--- src/rtl/clkdist_cfg_pkg.sv ---
package clkdist_cfg_pkg;

    // register index width inside a frame, and read command code
    localparam int IDX_W = 4;
    localparam logic [IDX_W-1:0] RD_CODE = 4'hE;

    typedef enum logic [1:0] {
        PH_IDLE,
        PH_LO,
        PH_HI
    } sh_state_e;

    typedef enum logic [2:0] {
        C_IDLE,
        C_WR_GO,
        C_WR_WAIT,
        C_RC_GO,
        C_RC_WAIT,
        C_CAP_GO,
        C_CAP_WAIT,
        C_RST
    } ctl_state_e;

endpackage

--- src/rtl/clkdist_lut.sv ---
module clkdist_lut #(
    parameter int NREG = 9,
    parameter int DW   = 28,
    parameter int IDXW = 4,
    parameter logic [NREG*DW-1:0] TBL_A = '0,
    parameter logic [NREG*DW-1:0] TBL_B = '0
) (
    input  logic            sel,
    input  logic [IDXW-1:0] idx,
    output logic [DW-1:0]   val
);

    logic [DW-1:0] ent_a [NREG];
    logic [DW-1:0] ent_b [NREG];

    for (genvar g = 0; g < NREG; g++) begin : g_unpack
        assign ent_a[g] = TBL_A[g*DW +: DW];
        assign ent_b[g] = TBL_B[g*DW +: DW];
    end

    always_comb begin
        val = '0;
        for (int i = 0; i < NREG; i++) begin
            if (idx == IDXW'(i)) begin
                val = sel ? ent_b[i] : ent_a[i];
            end
        end
    end

endmodule

--- src/rtl/clkdist_shift.sv ---
module clkdist_shift
    import clkdist_cfg_pkg::*;
#(
    parameter int FW   = 32,
    parameter int DROP = 4,
    parameter int DIVW = 8
) (
    input  logic               clk,
    input  logic               rst_n,
    input  logic               go,
    input  logic [FW-1:0]      frame,
    input  logic [DIVW-1:0]    half_div,
    input  logic               miso,
    output logic               sclk,
    output logic               cs_n,
    output logic               mosi,
    output logic [FW-DROP-1:0] rx_hi,
    output logic               fin
);

    localparam int CW = $clog2(FW);
    localparam int RW = FW - DROP;

    typedef struct packed {
        sh_state_e       st;
        logic [DIVW-1:0] cnt;
        logic [CW-1:0]   bitn;
        logic [FW-1:0]   sh;
        logic [RW-1:0]   rx;
        logic            sclk;
        logic            cs_n;
        logic            fin;
    } sh_t;

    sh_t q, d;
    logic [DIVW-1:0] lim_m1;

    assign lim_m1 = (half_div == '0) ? '0 : half_div - 1'b1;

    always_comb begin
        d     = q;
        d.fin = 1'b0;
        unique case (q.st)
            PH_IDLE: begin
                if (go) begin
                    d.sh   = frame;
                    d.cs_n = 1'b0;
                    d.sclk = 1'b0;
                    d.cnt  = '0;
                    d.bitn = '0;
                    d.rx   = '0;
                    d.st   = PH_LO;
                end
            end
            PH_LO: begin
                if (q.cnt == lim_m1) begin
                    d.sclk = 1'b1;
                    d.cnt  = '0;
                    d.rx   = {miso, q.rx[RW-1:1]};
                    d.st   = PH_HI;
                end else begin
                    d.cnt = q.cnt + 1'b1;
                end
            end
            PH_HI: begin
                if (q.cnt == lim_m1) begin
                    d.sclk = 1'b0;
                    d.cnt  = '0;
                    if (q.bitn == CW'(FW-1)) begin
                        d.cs_n = 1'b1;
                        d.sh   = '0;
                        d.fin  = 1'b1;
                        d.st   = PH_IDLE;
                    end else begin
                        d.bitn = q.bitn + 1'b1;
                        d.sh   = q.sh >> 1;
                        d.st   = PH_LO;
                    end
                end else begin
                    d.cnt = q.cnt + 1'b1;
                end
            end
            default: d.st = PH_IDLE;
        endcase
    end

    always_ff @(posedge clk or negedge rst_n) begin
        if (!rst_n) begin
            q      <= '0;
            q.st   <= PH_IDLE;
            q.cs_n <= 1'b1;
        end else begin
            q <= d;
        end
    end

    assign sclk  = q.sclk;
    assign cs_n  = q.cs_n;
    assign mosi  = q.sh[0];
    assign rx_hi = q.rx;
    assign fin   = q.fin;

endmodule

--- src/rtl/clkdist_ctrl.sv ---
module clkdist_ctrl
    import clkdist_cfg_pkg::*;
#(
    parameter int NREG     = 9,
    parameter int DW       = 28,
    parameter int IDXW     = 4,
    parameter int FW       = 32,
    parameter int WAIT_CYC = 16
) (
    input  logic            clk,
    input  logic            rst_n,
    input  logic            wr_req,
    input  logic            rd_req,
    input  logic            rst_req,
    input  logic            sel_in,
    input  logic [IDXW-1:0] rd_idx,
    input  logic            sh_fin,
    input  logic [DW-1:0]   sh_rx,
    input  logic [DW-1:0]   tbl_val,
    output logic            lut_sel,
    output logic [IDXW-1:0] lut_idx,
    output logic            go,
    output logic [FW-1:0]   frame,
    output logic            busy,
    output logic            done,
    output logic            mismatch,
    output logic [DW-1:0]   rd_value,
    output logic            pd_n,
    output logic            sync_n
);

    localparam int WCW = $clog2(WAIT_CYC + 1);

    typedef struct packed {
        ctl_state_e      st;
        logic [IDXW-1:0] idx;
        logic            sel;
        logic [WCW-1:0]  wcnt;
        logic [1:0]      ph;
        logic            go;
        logic [FW-1:0]   frame;
        logic            busy;
        logic            done;
        logic            mism;
        logic [DW-1:0]   rdval;
        logic            pd_n;
        logic            sync_n;
    } ctl_t;

    ctl_t q, d;

    always_comb begin
        d      = q;
        d.go   = 1'b0;
        d.done = 1'b0;
        unique case (q.st)
            C_IDLE: begin
                if (wr_req) begin
                    d.st   = C_WR_GO;
                    d.idx  = '0;
                    d.sel  = sel_in;
                    d.busy = 1'b1;
                    d.mism = 1'b0;
                end else if (rd_req) begin
                    d.st   = C_RC_GO;
                    d.idx  = rd_idx;
                    d.sel  = sel_in;
                    d.busy = 1'b1;
                end else if (rst_req) begin
                    d.st   = C_RST;
                    d.ph   = 2'd0;
                    d.wcnt = '0;
                    d.pd_n = 1'b0;
                    d.busy = 1'b1;
                end
            end
            C_WR_GO: begin
                d.go    = 1'b1;
                d.frame = {tbl_val, q.idx};
                d.st    = C_WR_WAIT;
            end
            C_WR_WAIT: begin
                if (sh_fin) begin
                    if (q.idx == IDXW'(NREG-1)) begin
                        d.st   = C_IDLE;
                        d.busy = 1'b0;
                        d.done = 1'b1;
                    end else begin
                        d.idx = q.idx + 1'b1;
                        d.st  = C_WR_GO;
                    end
                end
            end
            C_RC_GO: begin
                d.go                   = 1'b1;
                d.frame                = '0;
                d.frame[2*IDXW-1:0]    = {q.idx, RD_CODE};
                d.st                   = C_RC_WAIT;
            end
            C_RC_WAIT: begin
                if (sh_fin) d.st = C_CAP_GO;
            end
            C_CAP_GO: begin
                d.go    = 1'b1;
                d.frame = '0;
                d.st    = C_CAP_WAIT;
            end
            C_CAP_WAIT: begin
                if (sh_fin) begin
                    d.rdval = sh_rx;
                    if (sh_rx != tbl_val) d.mism = 1'b1;
                    d.st   = C_IDLE;
                    d.busy = 1'b0;
                    d.done = 1'b1;
                end
            end
            C_RST: begin
                if (q.wcnt == WCW'(WAIT_CYC-1)) begin
                    d.wcnt = '0;
                    d.ph   = q.ph + 1'b1;
                    unique case (q.ph)
                        2'd0: d.pd_n   = 1'b1;
                        2'd1: d.sync_n = 1'b0;
                        2'd2: d.sync_n = 1'b1;
                        default: begin
                            d.st   = C_IDLE;
                            d.busy = 1'b0;
                            d.done = 1'b1;
                        end
                    endcase
                end else begin
                    d.wcnt = q.wcnt + 1'b1;
                end
            end
            default: d.st = C_IDLE;
        endcase
    end

    always_ff @(posedge clk or negedge rst_n) begin
        if (!rst_n) begin
            q        <= '0;
            q.st     <= C_IDLE;
            q.pd_n   <= 1'b1;
            q.sync_n <= 1'b1;
        end else begin
            q <= d;
        end
    end

    assign lut_sel  = q.sel;
    assign lut_idx  = q.idx;
    assign go       = q.go;
    assign frame    = q.frame;
    assign busy     = q.busy;
    assign done     = q.done;
    assign mismatch = q.mism;
    assign rd_value = q.rdval;
    assign pd_n     = q.pd_n;
    assign sync_n   = q.sync_n;

endmodule

--- src/rtl/clkdist_cfg_seq.sv ---
module clkdist_cfg_seq
    import clkdist_cfg_pkg::*;
#(
    parameter int NREG     = 9,
    parameter int DW       = 28,
    parameter int DIVW     = 8,
    parameter int WAIT_CYC = 16,
    parameter logic [NREG*DW-1:0] TBL_PRI = '0,
    parameter logic [NREG*DW-1:0] TBL_SEC = '0
) (
    input  logic             clk,
    input  logic             rst_n,
    input  logic             sel_sec,
    input  logic             wr_req,
    input  logic             rd_req,
    input  logic [IDX_W-1:0] rd_idx,
    input  logic             rst_req,
    input  logic [DIVW-1:0]  rate_div,
    output logic             busy,
    output logic             done,
    output logic             mismatch,
    output logic [DW-1:0]    rd_value,
    output logic             dev_sclk,
    output logic             dev_cs_n,
    output logic             dev_mosi,
    input  logic             dev_miso,
    output logic             dev_pd_n,
    output logic             dev_sync_n
);

    localparam int FW = DW + IDX_W;

    logic             lut_sel;
    logic [IDX_W-1:0] lut_idx;
    logic [DW-1:0]    lut_val;
    logic             sh_go;
    logic [FW-1:0]    sh_frame;
    logic             sh_fin;
    logic [DW-1:0]    sh_rx;

    clkdist_lut #(
        .NREG  (NREG),
        .DW    (DW),
        .IDXW  (IDX_W),
        .TBL_A (TBL_PRI),
        .TBL_B (TBL_SEC)
    ) u_lut (
        .sel (lut_sel),
        .idx (lut_idx),
        .val (lut_val)
    );

    clkdist_ctrl #(
        .NREG     (NREG),
        .DW       (DW),
        .IDXW     (IDX_W),
        .FW       (FW),
        .WAIT_CYC (WAIT_CYC)
    ) u_ctrl (
        .clk      (clk),
        .rst_n    (rst_n),
        .wr_req   (wr_req),
        .rd_req   (rd_req),
        .rst_req  (rst_req),
        .sel_in   (sel_sec),
        .rd_idx   (rd_idx),
        .sh_fin   (sh_fin),
        .sh_rx    (sh_rx),
        .tbl_val  (lut_val),
        .lut_sel  (lut_sel),
        .lut_idx  (lut_idx),
        .go       (sh_go),
        .frame    (sh_frame),
        .busy     (busy),
        .done     (done),
        .mismatch (mismatch),
        .rd_value (rd_value),
        .pd_n     (dev_pd_n),
        .sync_n   (dev_sync_n)
    );

    clkdist_shift #(
        .FW   (FW),
        .DROP (IDX_W),
        .DIVW (DIVW)
    ) u_shift (
        .clk      (clk),
        .rst_n    (rst_n),
        .go       (sh_go),
        .frame    (sh_frame),
        .half_div (rate_div),
        .miso     (dev_miso),
        .sclk     (dev_sclk),
        .cs_n     (dev_cs_n),
        .mosi     (dev_mosi),
        .rx_hi    (sh_rx),
        .fin      (sh_fin)
    );

endmodule

--- config.mk ---
export PLATFORM = sky130hd
export DESIGN_NAME = clkdist_cfg_seq
export DESIGN_NICKNAME = d
export VERILOG_FILES = /design/src/rtl/clkdist_cfg_pkg.sv /design/src/rtl/clkdist_lut.sv /design/src/rtl/clkdist_shift.sv /design/src/rtl/clkdist_ctrl.sv /design/src/rtl/clkdist_cfg_seq.sv
export SDC_FILE = /design/constraint.sdc
export NUM_CORES = 1
export LEC_CHECK = 0
export ABC_AREA = 1
export CAP_MARGIN = 20
export CELL_PAD_IN_SITES_DETAIL_PLACEMENT = 1
export CELL_PAD_IN_SITES_GLOBAL_PLACEMENT = 1
export CORE_ASPECT_RATIO = 0.7
export CORE_UTILIZATION = 48
export DETAILED_ROUTE_END_ITERATION = 8
export PLACE_DENSITY = 0.92
export SLEW_MARGIN = 10
export SYNTH_ARGS = -nofsm -noshare
export SYNTH_HDL_FRONTEND = slang
export SYNTH_SLANG_ARGS = --single-unit
--- constraint.sdc ---
create_clock -name clk -period 3.5 [get_ports clk]
set_input_delay 0.35 -clock clk [delete_from_list [all_inputs] [get_ports clk]]
set_output_delay 0.35 -clock clk [all_outputs]
set_load 0.01 [all_outputs]
==> results of run 1 <==
[stage by stage]
| stage | power, mW | hold slack, ns | std cells |
|---|---|---|---|
| after floorplan | 1.610 | 0.05441 | 773 |
| after global placement | 1.670 | 0.4614 | 965 |
| after detailed placement | 1.675 | 0.4683 | 965 |
| after CTS | 3.531 | 0.05566 | 996 |
| after global routing | 3.606 | 0.1045 | 996 |
| final | 3.507 | 0.03212 | 996 |
[placed cells by master, fill, tap and decap left out, drive strengths merged, types with 2 or more instances in the layout]
cell type	netlist	routed
nand2	259	259
dfrtp	131	131
o21ai	95	95
inv	76	79
clkdlybuf4s50	0	52
nand3	35	35
nor2	34	34
o22ai	18	18
clkbuf	14	17
ha	15	15
nand4	10	10
xor2	9	9
buf	40	9
clkinv	0	7
nor4	6	6
a21oi	4	4
or2	4	4
nor3	4	4
o211ai	3	3
o221ai	3	3
bufinv	0	3
dfstp	3	3
a31oi	2	2
[flip-flops by register name (all words and copies together), names as in the netlist]
name	cells
u_shift.q	46
u_shift.mosi	1
u_ctrl.mismatch	1
u_ctrl.rd_value	28
u_ctrl.go	1
u_shift.cs_n	1
u_ctrl.pd_n	1
u_shift.sclk	1
u_ctrl.frame	8
u_ctrl.busy	1
u_ctrl.q	10
u_shift.fin	1
u_ctrl.lut_idx	4
u_ctrl.sync_n	1
u_shift.rx_hi	28
u_ctrl.done	1
[metal layers]
layer	vias to the layer above	share of wire	global-route usage	wire [um]
met5	-	0	0	0
met3	46	0.033	0.04580	598
met1	2766	0.42	0.3466	7721
met2	130	0.52	0.4928	9515
li1	2526	-	-	-
met4	0	0.029	0.1332	538
[cell type report]
cell class,count,area share
repair buffers,61,0.08009
clock buffers,17,0.05557
multi-input cells,509,0.3356
clock inverters,14,0.02272
well taps,185,0.03024
flip-flops and latches,134,0.4385
inverters,76,0.03727
[kinds of logic after synthesis]
kind of cell / Yosys count / synth area share
AND/OR/NAND/NOR: 353 / 0.2221
buffers and inverters: 130 / 0.1017
XOR/XNOR: 10 / 0.01328
multiplexers: 1 / 0.001707
adder cells (fa/ha/maj): 15 / 0.02845
flip-flops: 134 / 0.5089
AO/OA/AOI/OAI: 130 / 0.1239
[how the worst max path moves through the flow]
stage	to	depth (start not counted)
global route	u_shift.rx_hi[20]	16
global placement	u_shift.rx_hi[27]	16
floorplan	u_shift.q[57]	18
CTS	u_shift.rx_hi[20]	17
detailed placement	u_shift.rx_hi[17]	16
finish	u_shift.rx_hi[20]	17
[report_power, final]
part | internal, mW | switching, mW
sequential | 1.55 | 0.000849
combinational | 0.0319 | 0.0629
clock | 1.12 | 0.737
[critical path, cell delays in order]
cell             delay (ns)
clkdlybuf4s50_1        0.39
inv_1                  0.17
ha_1                   0.24
nand2_1                0.08
nor2_2                 0.22
nand2_2                0.21
nand3_1                0.12
nand2_1                0.05
nor2_1                 0.14
nand2_1                0.10
nor2_2                 0.11
nand2_2                0.14
nand2_1                0.11
nand3_2                0.32
buf_12                 0.32
nand2_1                0.12
o21ai_2                0.07
==> flow_summary.json, run 1 <==
{
  "reg2reg_from": "u_shift.q[76]",
  "routabilityCongestion": 0.8230,
  "critical_path_class": "primary input to flip-flop",
  "hp-class": "primary input to asynchronous set/reset pin",
  "fmax_mhz": 337.4,
  "die-area_sq_um": 14220,
  "cap_violations": 0,
  "synth_warnings": 0,
  "tightest_slew_ns": 0.8642,
  "grt_pass1_wl_um": 30620,
  "synth_ff_type": "dfrtp_1",
  "dr.first_iter.drc_count": 340,
  "cts_sinks": 134,
  "port_buffers": 53,
  "regArea_sq_um": 3357,
  "endpoint_kind": "flip-flop",
  "clockBufferDepth": 2,
  "cts_max_level": 4,
  "async_reset_ff_frac": 1.000,
  "period_minus_slack_ns": 2.964,
  "arrival_ns": 3.27,
  "ys_seq_elements": 134,
  "cts_hold_buf": 0,
  "vdd_drop_max_mv": 0.3862,
  "setup_viol": 0,
  "start_util": 0.4971,
  "power_density_nw_per_um2": 458.1,
  "rows": 35,
  "numCtsBuffers": 17,
  "setup_tns_ns": 0,
  "drt.antenna.violating_nets": 0,
  "slew_headroom": 0.4239,
  "finalClockSkew_ns": 0.01301,
  "n_antenna_cell": 0,
  "required_ns": 3.81,
  "drive_above_1_share": 0.1048,
  "ios": 55,
  "ff2ff_path_depth": 7,
  "avgRoutedWirePerCell_um": 18.45,
  "cts_root_buffer": "clkbuf_16",
  "crit_fanout": 32,
  "grt_max_degree": 69,
  "die_width_um": 142.1,
  "dpl_cell_area_sq_um": 7056,
  "synthTopCellsByCount": "255 x nand2_1, 131 x dfrtp_1, 75 x inv_1, 37 x o21ai_1, 33 x o21ai_0",
  "fin_ws_ns": 0.5358,
  "antenna_found_initial": 0,
  "multi_input_area_sq_um": 2569,
  "synth_edf_count": 0,
  "final_util": 0.5769,
  "place_ws_ns": 0.2461,
  "syn_nets": 807,
  "finalInstanceArea_sq_um": 7655,
  "critPathLaunchType": "primary input",
  "area_growth_pct": 16.05,
  "grt_pass1_vias": 5884,
  "grt_overflow_total": 0,
  "syn_inst": 773,
  "ys_seq_area_frac": 0.5089,
  "hold_viol_final": 0,
  "coreArea_sq_um": 13270,
  "hpwl_um": 11450,
  "power_leakage_nw": 3.592,
  "clk_pin_slew_worst_paths_ns": 0.06,
  "synth_cell_types": 37,
  "via_per_inst": 5.490,
  "maxSlewViolCount": 0,
  "dr.pass1.iters": 4,
  "postCtsSetupBuffers": 0,
  "cts_tree": "yes",
  "insertion_delay_ns": 0.43,
  "period_share": 0.8469,
  "netlist.area_leader.share": 0.4970,
  "fin_nets": 833,
  "synth_top_cell_by_area": "dfrtp_1",
  "rsz0062_at_grt": "false",
  "mappedNetlistArea_sq_um": 6596,
  "post-synth-top-count-cell": "nand2_1",
  "cp-startpoint": "rate_div[0]",
  "status": "finished, final reports clean",
  "worst_r2r_endpoint": "u_shift.q[36]",
  "cts-resized-gates": 0,
  "synth_area_leaders": "dfrtp_1 50%, nand2_1 15%, inv_1 4.3%, o21ai_2 3.3%, buf_4 3.2%",
  "die_h_um": 100.1,
  "synth_area_per_cell_sq_um": 8.533,
  "r2r_slack_ns": 0.80,
  "wl_um": 18370,
  "fillers": 1542,
  "routed-via-count": 5468,
  "grt.total_usage": 0.2831,
  "drc": 0
}
No activity file was read; power rests on OpenSTA's default activity.
==> inputs of run 2 (changes only) <==
--- a/config.mk
+++ b/config.mk
@@ -10,9 +10,9 @@
 export CELL_PAD_IN_SITES_DETAIL_PLACEMENT = 1
 export CELL_PAD_IN_SITES_GLOBAL_PLACEMENT = 1
 export CORE_ASPECT_RATIO = 0.7
-export CORE_UTILIZATION = 48
+export CORE_UTILIZATION = 40
 export DETAILED_ROUTE_END_ITERATION = 8
-export PLACE_DENSITY = 0.92
+export PLACE_DENSITY = 0.82
 export SLEW_MARGIN = 10
 export SYNTH_ARGS = -nofsm -noshare
 export SYNTH_HDL_FRONTEND = slang
==> constraint.sdc (replaced) <==
create_clock -name clk -period 2.7 [get_ports clk]
set_input_delay 0.27 -clock clk [delete_from_list [all_inputs] [get_ports clk]]
set_output_delay 0.27 -clock clk [all_outputs]
set_load 0.01 [all_outputs]
==> run 2 against run 1 <==
Effect of this change:
- worst setup slack got worse by 0.25 ns
- combinational power increased by 34%
- flip-flop and latch count unchanged
- clock power increased by 36%
- final cell count increased by 4.3%
- critical path depth decreased by 1
- sequential share of layout area decreased by 0.97 points
- wire length decreased by 11%
- critical path type unchanged
- highest routed layer unchanged
==> flow_summary.json, run 2 (same netlist as run 1, synthesis figures left out) <==
{
  "finalClockSkew_ns": 0.01831,
  "critPathLaunchType": "primary input",
  "grt_pass1_wl_um": 27460,
  "die_h_um": 109.4,
  "hold_viol_final": 0,
  "crit_family": "simple AND/OR/NAND/NOR gates",
  "dr.first_iter.drc_count": 268,
  "cts-resized-gates": 0,
  "start_util": 0.4179,
  "slew_headroom": 0.5272,
  "numCtsBuffers": 17,
  "cp_cell_sequence": "clkdlybuf4s50_1 > inv_1 > ha_1 > nand2_1 > nor2_2 > nand2_2 > nand2_1 > xor2_1 > nand2_1 > nor2_1 > nand2_2 > nand2_1 > nand3_2 > buf_12 > nand2_1 > o21ai_2",
  "combinationalPowerShare": 0.027,
  "antenna_found_initial": 0,
  "cts_max_level": 4,
  "drc": 0,
  "hp-class": "primary input to asynchronous set/reset pin",
  "hpwl_um": 10470,
  "fillers": 1864,
  "p_int_mw": 3.692,
  "fin_nets": 841,
  "critical_path_class": "primary input to flip-flop",
  "cp-startpoint": "rate_div[0]",
  "endpoint_kind": "flip-flop",
  "p_sw_mw": 0.9819,
  "cts_tree": "yes",
  "rsz0062_at_grt": "false",
  "setup_viol": 0,
  "port_buffers": 53,
  "cap_violations": 0,
  "largest_reg_flops": 46,
  "cts_sinks": 134,
  "period_minus_slack_ns": 2.418,
  "slowest_stage": "clkdlybuf4s50_1",
  "dr.pass1.iters": 4,
  "reg2reg_from": "u_ctrl.q[79]",
  "r2r_slack_ns": 0.57,
  "fin_ws_ns": 0.2819,
  "routabilityCongestion": 0.8160,
  "crit_buf_inv": 3,
  "cts_hold_buf": 1,
  "avgRoutedWirePerCell_um": 15.67,
  "n_antenna_cell": 0,
  "holdWs_ns": 0.4308,
  "drive_above_1_share": 0.1099,
  "coreArea_sq_um": 15790,
  "status": "finished, final reports clean",
  "arrival_ns": 2.73,
  "totalPowerFinal_mw": 4.674,
  "vdd_drop_max_mv": 0.3702,
  "pwr-share-seq": 0.431,
  "required_ns": 3.01,
  "clockBufferDepth": 2,
  "postCtsSetupBuffers": 0,
  "via_per_inst": 5.042,
  "wl_um": 16280,
  "place_ws_ns": -0.1195,
  "routed-via-count": 5239,
  "cts_root_buffer": "clkbuf_16",
  "critPathMaxStageDelay_ns": 0.39,
  "clk_pin_slew_worst_paths_ns": 0.06,
  "mostFrequentLayoutCell": "nand2_1",
  "setup_tns_ns": 0,
  "drt.antenna.violating_nets": 0,
  "grt.total_usage": 0.2090,
  "grt_max_degree": 74,
  "power_density_nw_per_um2": 597.1,
  "rows": 38,
  "crit_path_frequent_cell": "nand2_1",
  "ios": 55,
  "area_growth_pct": 18.66,
  "fmax_mhz": 413.6,
  "period_share": 0.8956,
  "insertion_delay_ns": 0.43,
  "die_width_um": 155.5,
  "crit_fanout": 56,
  "maxSlewViolCount": 0,
  "power_frac_clock": 0.542,
  "grt_pass1_vias": 5369,
  "layout_common_cells": "255 x nand2_1, 131 x dfrtp_1, 75 x inv_1",
  "power_leakage_nw": 3.646,
  "tightest_slew_ns": 0.7092,
  "switching_share": 0.2101,
  "die-area_sq_um": 17020,
  "regMostFlops": "u_shift.q",
  "grt_overflow_total": 0
}
==> run 2: cell types whose count changed in the layout (fill, tap and decap cells not counted), moves of 2 or more <==
| cell | before | now |
|---|---|---|
| clkinv_2 | 3 | 1 |
| inv_6 | 3 | 0 |
| buf_4 | 7 | 11 |
| clkbuf_1 | 0 | 2 |
| buf_12 | 2 | 4 |
| clkinvlp_4 | 1 | 3 |
| bufinv_16 | 3 | 5 |
==> run 2: final cells by class <==
class | count | area (sq um) | area share
flip-flops and latches | 134 | 3357 | 0.4289
multi-input cells | 509 | 2569 | 0.3282
repair buffers | 69 | 704.4 | 0.08999
clock buffers | 19 | 432.9 | 0.05531
inverters | 76 | 285.3 | 0.03645
well taps | 220 | 275.3 | 0.03517
clock inverters | 12 | 203.9 | 0.02606
==> run 2: through the flow <==
step                      std cells  area [sq um]  utilization
after global routing           1039          7828       0.4959
after CTS                      1039          7828       0.4959
after detailed placement       1007          7181       0.4549
after floorplan                 773          6596            -
after global placement         1007          7181       0.4549
final                          1039          7828       0.4959
==> run 2: power groups by stage <==
stage          combinational, mW  sequential, mW  clock [mW]
4_1_cts                    0.131            2.01        2.58
3_3_place_gp               0.125            2.05           0
5_1_grt                    0.146            2.01        2.65
6_report                   0.127            2.01        2.53
3_5_place_dp               0.129            2.05           0
2_1_floorplan             0.0387            2.05           0
==> run 2: worst paths after layout <==
path,depth (start not counted),end
min in group clk,3,u_shift.rx_hi[27]
min reg2reg,2,u_shift.sclk
min,2,u_shift.q[69]
max reg2reg,7,u_ctrl.pd_n
max in group asynchronous,3,u_shift.rx_hi[11]
max,16,u_shift.rx_hi[4]
==> run 2: metal layers <==
layer / vias to the layer above / share of wire / wire length (um) / GRT usage
met2: 82 / 0.46 / 7428 / 0.3306
met4: 0 / 0.010 / 165 / 0.06092
li1: 2539 / - / - / -
met3: 15 / 0.034 / 557 / 0.04809
met5: - / 0 / 0 / 0
met1: 2603 / 0.50 / 8124 / 0.2879
